[config.mk]
export PLATFORM = sky130hd
export DESIGN_NAME = bus_grant_ctrl
export DESIGN_NICKNAME = d
export VERILOG_FILES = /design/src/rtl/bga_pkg.sv /design/src/rtl/bga_sync.sv /design/src/rtl/bga_fsm.sv /design/src/rtl/bga_hold.sv /design/src/rtl/bus_grant_ctrl.sv
export SDC_FILE = /design/constraint.sdc
export NUM_CORES = 1
export LEC_CHECK = 0
export BUFFER_PORTS_ARGS = -buffer_cell sky130_fd_sc_hd__buf_4
export CAP_MARGIN = 20
export CORE_UTILIZATION = 40
export CTS_BUF_LIST = sky130_fd_sc_hd__clkbuf_8
export CTS_CLUSTER_DIAMETER = 30
export DETAILED_ROUTE_END_ITERATION = 8
export GPL_ROUTABILITY_DRIVEN = 0
export PLACE_DENSITY = 0.8
export SLEW_MARGIN = 0
export SYNTH_ARGS = -nofsm -noshare
export SYNTH_HDL_FRONTEND = slang
export SYNTH_SLANG_ARGS = --single-unit
export TNS_END_PERCENT = 5
[constraint.sdc]
create_clock -name clk -period 2.1 [get_ports clk]
set_clock_uncertainty 0.15 [all_clocks]
set_input_delay 0 -clock clk [delete_from_list [all_inputs] [get_ports clk]]
set_output_delay 0 -clock clk [all_outputs]
set_load 0.01 [all_outputs]
[src/rtl/bga_pkg.sv]
package bga_pkg;

    localparam int BGA_ADDR_W = 24;
    localparam int BGA_FC_W   = 3;
    localparam int BGA_SIZE_W = 2;

    typedef enum logic [2:0] {
        S_IDLE,
        S_GRANT,
        S_NEG_WAIT,
        S_OWNED,
        S_RE_WAIT,
        S_PREGRANT
    } arb_state_e;

    typedef struct packed {
        logic [BGA_ADDR_W-1:0] addr;
        logic [BGA_FC_W-1:0]   fc;
        logic [BGA_SIZE_W-1:0] size;
        logic                  rw;
    } bus_ctl_t;

    localparam bus_ctl_t BUS_CTL_RST = '{addr: '0, fc: '0, size: '0, rw: 1'b1};

    function automatic logic grant_out(arb_state_e s);
        return (s == S_GRANT) || (s == S_NEG_WAIT) || (s == S_PREGRANT);
    endfunction

endpackage

[src/rtl/bga_sync.sv]
module bga_sync #(
    parameter int               W       = 1,
    parameter int               STAGES  = 2,
    parameter logic [W-1:0]     RST_VAL = '1
) (
    input  logic         clk,
    input  logic         rst,
    input  logic [W-1:0] d,
    output logic [W-1:0] q
);
    logic [W-1:0] stg [STAGES];

    for (genvar i = 0; i < STAGES; i++) begin : g_stage
        always_ff @(posedge clk) begin
            if (rst)
                stg[i] <= RST_VAL;
            else if (i == 0)
                stg[i] <= d;
            else
                stg[i] <= stg[(i == 0) ? 0 : i-1];
        end
    end

    assign q = stg[STAGES-1];
endmodule

[src/rtl/bga_fsm.sv]
module bga_fsm
    import bga_pkg::*;
#(
    parameter int NEG_DLY     = 2,
    parameter int REGRANT_DLY = 2
) (
    input  logic clk,
    input  logic rst,
    input  logic req_act,
    input  logic ack_act,
    input  logic xfer_busy,
    input  logic rmw_lock,
    output logic grant_act,
    output logic cpu_go
);
    localparam int MAX_DLY = (NEG_DLY > REGRANT_DLY) ? NEG_DLY : REGRANT_DLY;
    localparam int CW      = $clog2(MAX_DLY + 1);

    arb_state_e    state;
    logic [CW-1:0] cnt;

    always_ff @(posedge clk) begin
        if (rst) begin
            state <= S_IDLE;
            cnt   <= '0;
        end else begin
            case (state)
                S_IDLE:
                    if (req_act && !ack_act && !xfer_busy && !rmw_lock)
                        state <= S_GRANT;
                S_GRANT:
                    if (ack_act) begin
                        state <= S_NEG_WAIT;
                        cnt   <= CW'(NEG_DLY - 1);
                    end else if (!req_act) begin
                        state <= S_IDLE;
                    end
                S_NEG_WAIT:
                    if (cnt == '0) state <= S_OWNED;
                    else           cnt   <= cnt - 1'b1;
                S_OWNED:
                    if (!ack_act) begin
                        state <= S_IDLE;
                    end else if (req_act) begin
                        state <= S_RE_WAIT;
                        cnt   <= CW'(REGRANT_DLY - 1);
                    end
                S_RE_WAIT:
                    if (!ack_act)        state <= S_IDLE;
                    else if (!req_act)   state <= S_OWNED;
                    else if (cnt == '0)  state <= S_PREGRANT;
                    else                 cnt   <= cnt - 1'b1;
                S_PREGRANT:
                    if (!ack_act) state <= S_GRANT;
                default:
                    state <= S_IDLE;
            endcase
        end
    end

    assign grant_act = grant_out(state);
    assign cpu_go    = (state == S_IDLE) && !ack_act;

    // a fresh grant out of idle only follows a clear boundary
    a_r3_r4_grant_at_boundary: assert property (@(posedge clk) disable iff (rst)
        (state == S_GRANT && $past(state) == S_IDLE) |-> $past(!xfer_busy && !rmw_lock));

    // abort to idle only when request gone and no acknowledge seen
    a_r11_abort_needs_release: assert property (@(posedge clk) disable iff (rst)
        (state == S_IDLE && $past(state) == S_GRANT) |-> $past(!req_act && !ack_act));

    // re-grant countdown only starts with a request pending
    a_r7_regrant_needs_req: assert property (@(posedge clk) disable iff (rst)
        (state == S_RE_WAIT && $past(state) == S_OWNED) |-> $past(req_act && ack_act));
endmodule

[src/rtl/bga_hold.sv]
module bga_hold
    import bga_pkg::*;
(
    input  logic     clk,
    input  logic     rst,
    input  logic     load,
    input  bus_ctl_t d,
    output bus_ctl_t q
);
    always_ff @(posedge clk) begin
        if (rst)       q <= BUS_CTL_RST;
        else if (load) q <= d;
    end

    // held values do not move when loading is blocked
    a_r10_frozen: assert property (@(posedge clk) disable iff (rst)
        !load |=> $stable(q));
endmodule

[src/rtl/bus_grant_ctrl.sv]
module bus_grant_ctrl
    import bga_pkg::*;
#(
    parameter int SYNC_STAGES = 2,
    parameter int NEG_DLY     = 2,
    parameter int REGRANT_DLY = 2
) (
    input  logic                  clk,
    input  logic                  rst,
    input  logic                  bus_req_n,
    input  logic                  grant_ack_n,
    input  logic                  xfer_busy,
    input  logic                  rmw_lock,
    input  logic                  halt,
    input  logic                  dbl_fault,
    input  logic [BGA_ADDR_W-1:0] cpu_addr,
    input  logic [BGA_FC_W-1:0]   cpu_fc,
    input  logic [BGA_SIZE_W-1:0] cpu_size,
    input  logic                  cpu_rw,
    output logic                  grant_n,
    output logic                  drive_en,
    output logic                  cpu_go,
    output logic [BGA_ADDR_W-1:0] bus_addr,
    output logic [BGA_FC_W-1:0]   bus_fc,
    output logic [BGA_SIZE_W-1:0] bus_size,
    output logic                  bus_rw
);
    logic [1:0] raw_n, sync_n;
    logic       req_act, ack_act, grant_act, go;
    bus_ctl_t   cpu_ctl, held;

    assign raw_n = {grant_ack_n, bus_req_n};

    bga_sync #(.W(2), .STAGES(SYNC_STAGES), .RST_VAL(2'b11)) u_sync (
        .clk (clk),
        .rst (rst),
        .d   (raw_n),
        .q   (sync_n)
    );

    assign req_act = !sync_n[0];
    assign ack_act = !sync_n[1];

    bga_fsm #(.NEG_DLY(NEG_DLY), .REGRANT_DLY(REGRANT_DLY)) u_fsm (
        .clk       (clk),
        .rst       (rst),
        .req_act   (req_act),
        .ack_act   (ack_act),
        .xfer_busy (xfer_busy),
        .rmw_lock  (rmw_lock),
        .grant_act (grant_act),
        .cpu_go    (go)
    );

    assign cpu_ctl = '{addr: cpu_addr, fc: cpu_fc, size: cpu_size, rw: cpu_rw};

    bga_hold u_hold (
        .clk  (clk),
        .rst  (rst),
        .load (go && !halt && !dbl_fault),
        .d    (cpu_ctl),
        .q    (held)
    );

    assign grant_n  = !grant_act;
    assign cpu_go   = go;
    assign drive_en = go;
    assign bus_addr = held.addr;
    assign bus_fc   = held.fc;
    assign bus_size = held.size;
    assign bus_rw   = held.rw;

    // coming out of reset the processor owns the bus with grant off
    a_r1_reset_state: assert property (@(posedge clk) disable iff (rst)
        $past(rst) |-> (grant_n && cpu_go));

    // pads released whenever an external master acknowledges
    a_r8_hiz_on_ack: assert property (@(posedge clk) disable iff (rst)
        ack_act |-> !drive_en);

    // processor never starts cycles with a grant outstanding
    a_r9_no_go_granted: assert property (@(posedge clk) disable iff (rst)
        !grant_n |-> !cpu_go);
endmodule

Word-level counts from Yosys, hierarchy flattened:

Memories as Yosys holds them, arrays and structs flattened.
Cells that the tools add are included.

* bits in registers: 35
* bits in latches: 0
* bits in writable memories: 4
* bits in read-only memories: 0
* bits of input ports: 38
* output and inout bits: 33
* logic and storage cells: 68
* memories: 1

Memories
* u_sync.stg: depth 2, width 2, read ports 2, clocked after memory_dff 0, wr ports 2, RTL line bga_sync.sv:11 `logic [W-1:0] stg [STAGES];`

* add/subtract/negate cells: 1
* multipliers: 0
* div/mod/pow operators: 0
* $lt $le $gt $ge: 0
* eq/ne operators: 16
* shift-type cells: 0
* mux-type cells: 23
* bitwise gates (word level): 2
* reductions and logical operators: 19

Operators with widths (count)
* $mux 3: 10
* $pmux 3 s6: 1
* $mux 2: 8
* $ne 2x2->1 const B: 6
* $reduce_and 6->1: 2
* $pmux 2 s4: 1
* $eq 3x2->1 const B: 2
* $eq 3x3->1 const B: 2
* $logic_and 1x1->1: 6
* $logic_not 1->1: 6
* $ne 3x3->1 const B: 2
* $ne 2x1->1 const B: 2
* $ne 4x3->1 const B: 1
* $reduce_bool 4->1: 1
* $eq 3x1->1 const B: 1
* $logic_not 3->1: 1
* $mux 1: 3
* $logic_not 2->1: 1
* $logic_or 1x1->1: 2
* $or 1x1->1: 2
* $sub 2x1->2 const B: 1

Depth between registers and ports, before layout:

* word-level depth: 6
* depth in mapped cells: 6
* depth with buffers taken out: 6

Cells and area by module:

From an unflattened synthesis, not the netlist that was laid out.

* cell total of the unflattened synthesis: 168
* area total of the unflattened synthesis: 1681.6 sq um

By module, submodules not included
* bga_hold: instances 1, cells each 97, area an instance 1083.5 sq um, sequential area each 600.6 sq um
* bga_fsm: instances 1, cells each 58, area an instance 461.7 sq um, sequential area each 100.1 sq um
* bga_sync: instances 1, cells each 8, area an instance 105.1 sq um, sequential area each 80.1 sq um
* bus_grant_ctrl: instances 1, cells each 5, area an instance 31.3 sq um, sequential area each 0.0 sq um

Worst setup path before layout:

Ideal clock, no wire load.

* path kind: reg-to-reg
* start point: reg u_fsm.cnt[0]
* end point: reg u_fsm.cnt[1]
* setup time: 0.073 ns
* data arrival time: 1.689 ns
* data required time: 1.877 ns
* setup slack: 0.187 ns
* cell stages (with the launch flop): 7
* buffers on the path: 0
* period minus slack after synthesis: 1.913 ns
* path through: dfxtp_1 > inv_1 > ha_1 > or3_4 > or3_1 > or3_1 > o211ai_2

* word-level cells in the longest chain between the ends: 5
* elaborated cells between the ends (all ways): 6
* those cells by class: add/sub: 1; mux: 4; reduce/logical: 1

RTL lines
* start: declaration: RTL line bga_fsm.sv:20 `logic [CW-1:0] cnt;`
* start signal: assignment: RTL line bga_fsm.sv:34 `cnt <= CW'(NEG_DLY - 1);`
* start signal: assignment: RTL line bga_fsm.sv:40 `else cnt <= cnt - 1'b1;`
* start signal: assignment: RTL line bga_fsm.sv:46 `cnt <= CW'(REGRANT_DLY - 1);`
* $sub 2x1->2 / $logic_not 2->1 (equally long branches)
* $mux 2 (*): RTL line bga_fsm.sv:39, bga_fsm.sv:51
* $mux 2: RTL line bga_fsm.sv:50 `else if (!req_act) state <= S_OWNED;`
* $mux 2: RTL line bga_fsm.sv:49 `if (!ack_act) state <= S_IDLE;`
* $pmux 2 s4 (*): RTL line bga_fsm.sv:27 `case (state)`

Mark *: on every way between the ends. The rest lies on a longest branch, timed or not. The select of a mux whose other input is x is not followed.
A chain may end at the register's enable or synchronous reset.

Final worst setup path:

Ends and elaborated chain as after synthesis.

==> run metrics <==
status=complete, no violations; Final setup violation count=0; layout cells sized above 1=0.303; Setup crit start kind=register; synth unique cells=36; placed cell area=approximately 2200 sq um; DRT Pass-1 Iters=4; Cells after DPL=between 300 and 400; final-report max-slew violation count=0; kind of critical path=reg2reg; TritonCTS Buffers=5; setup TNS=0 ns; Crit Path Max Fanout=6; Leakage=roughly 1.1 nW; GR Util All Layers=0.195; Post-Syn Area=1690 sq um; nets@finish=around 350; clock latency reported for the late side of the worst-skew pair=~0.28 ns; HP Class=in2reg; global-route wire length before repair=6570 um; Critical-path top delay cell=dfxtp_2; Die ar.=between 4000 and 5000 sq um; clock root buffer master=clkbuf_8; cell mode on critical path=or3_1; initial DRC count=102; Top delay family on crit path=simple AND/OR/NAND/NOR gates; # fillers=340; most common cell after layout, fill and taps aside=buf_4; IO Port Bufs=70; Clk pin slew, worst setup/hold paths=~0.08 ns; Rows=23; DP Wirelength=roughly 2500 um; GRT overflow=0; Initial Util=0.419; largest net degree at the start of global routing=42; Pwr Total=around 1.7 mW; CORE AREA=4030 sq um; n_diodes=0; Vias/cell=around 4.8; crit path capture type=register; DRC=0; Final Cell Area=2650 sq um; upper clock frequency limit=roughly 500 MHz; Syn Inst Count=roughly 200; RSZ-0062 raised after global routing=false; Die X=about 67 um; vias in the first global route=between 1,500 and 2,000; multi-input gate area in the final layout=781 sq um; fin crit period=~2.0 ns; #FFs+latches synth=39; Detailed Route WL=about 4400 um; VDD IR max=414 uV; Clock Path Buffers=2; IO Pins=about 70; critical path data required time=between 2 and 2.5 ns; routed vias=between 1,500 and 2,000; H-Tree Level Count=2; Fin Hold WS=0.115 ns; Register Area=approximately 800 sq um; CP peak stage delay=approximately 0.36 ns; P&R area growth vs syn=56.8%; Setup Fix Bufs, Post-CTS=0; most frequent cells in the layout=buf_4 (75), nand2_1 (62), dfxtp_1 (38), dlygate4sd3_1 (35), a21oi_1 (31); Finished Layout Cells=357; final period utilization=0.953; Yosys warning count=0; Synthesized Nets=~250; average cell area after synthesis=~8.2 sq um; register area share after synthesis=0.463; final-report hold violation count=0; PwrDens=~630 nW/um^2; DIE HEIGHT=67.0 um; CP Cell Sequence=inv_1, ha_1, or3_4, or3_1, or3_1, o211ai_2; Worst Max-Slew Pin Slew=approximately 0.41 ns; Avg WL per Cell=roughly 12 um; Post-DRT Antenna Nets=0; Sink Count=39; CTS tree=done; antenna violations before repair=0; arrival time worst endpoint=2.07 ns; Max Cap Viol=0; Rel. slew slack=0.729; crit path buf inv count=1
[logic make-up (layout without fill, tap and decap cells)]
| logic type | after synthesis | count (layout) | synth area share |
|---|---|---|---|
| DFF | 39 | 39 | 0.463 |
| AOI/OAI and AO/OA | 50 | 50 | 0.182 |
| muxes | 2 | 2 | 0.0119 |
| and+or+nand+nor | 91 | 91 | 0.257 |
| buffers and inverters | 23 | 124 | 0.0786 |
| adders and majority gates | 1 | 1 | 0.00741 |
[cell type report]
class / count / area share
Tap cell: 50 / 0.0236
Sequential cell: 39 / 0.296
Timing Repair Buffer: 110 / 0.345
Clock inverter: 3 / 0.00615
Clock buffer: 5 / 0.0260
Multi-Input combinational cell: 144 / 0.295
Inverter: 6 / 0.00851
[routing by layer]
metal	share of wire	vias to the layer above	GRT usage
met1	0.43	757	0.221
met2	0.51	61	0.348
met3	0.063	2	0.0531
li1	-	893	-
met4	0.0032	0	0.0665
met5	0	-	0
[worst min-delay path: stages]
cell	delay, ns
buf_4	0.10
nor3_4	0.03
buf_4	0.22
nand2_1	0.10
a21oi_1	0.05
[flip-flops by register name (all words and copies together), names as in the netlist]
register,flops
u_fsm.cnt,2
u_fsm.state,3
u_hold.q,30
u_sync.stg,4
[report_power, final]
part	leakage, nW	switching (mW)	internal, mW	total, mW
clock	0.0453	0.258	0.227	0.485
sequential	0.319	0.0254	0.783	0.808
combinational	0.744	0.169	0.204	0.373
[worst paths after layout]
path	startpoint	to	slack [ns]	cells after the start
max	u_fsm.cnt[0]	u_fsm.cnt[1]	0.1	6
min reg2reg	u_sync.stg[0][0]	u_sync.stg[1][0]	0.26	1
min	halt	u_hold.q[24]	0.11	5
max reg2reg	u_fsm.cnt[0]	u_fsm.cnt[1]	0.1	6
[through the flow]
stage | util | setup WS [ns]
5_1_grt | 0.657 | 0.0268
3_3_place_gp | 0.548 | 0.129
3_5_place_dp | 0.548 | 0.0892
4_1_cts | 0.657 | 0.0532
2_1_floorplan | - | 0.187
6_report | 0.657 | 0.0995
[Yosys cell counts]
library cell	number	area, sq um
nand2b_1	3	18.8
or4b_1	1	10.0
o21ai_0	4	20.0
o2111ai_1	1	8.76
o21bai_1	1	7.51
a2111oi_0	1	8.76
buf_2	4	20.0
nor3_2	1	10.0
or3_1	3	18.8
nor3b_1	1	7.51
a221oi_1	2	17.5
a221oi_2	1	15.0
o21a_1	2	15.0
nor3_1	4	20.0
or2_2	4	25.0
a211oi_1	3	22.5
ha_1	1	12.5
or3_4	2	22.5
or4b_4	1	13.8
nor2_1	3	11.3
a2bb2oi_1	1	8.76
a31oi_1	1	6.26
buf_6	5	56.3
inv_1	6	22.5
o211ai_2	1	12.5
clkbuf_1	7	26.3
nand3b_1	3	22.5
a311o_1	1	10.0
nor2b_1	1	6.26
nand4_1	1	6.26
buf_4	1	7.51
mux2i_1	2	20.0
dfxtp_1	39	781
and3b_1	1	8.76
nand2_1	62	233
a21oi_1	31	155
[repair_timing]
| action | 4_1_cts | 5_1_grt |
|---|---|---|
| endpoints found under the hold margin | 33 | 0 |
| hold buffers | 35 | 0 |
| setup endpoints to repair | 0 | 1 |
| gates resized for setup | 0 | 1 |
No activity file was read; power rests on OpenSTA's default activity.
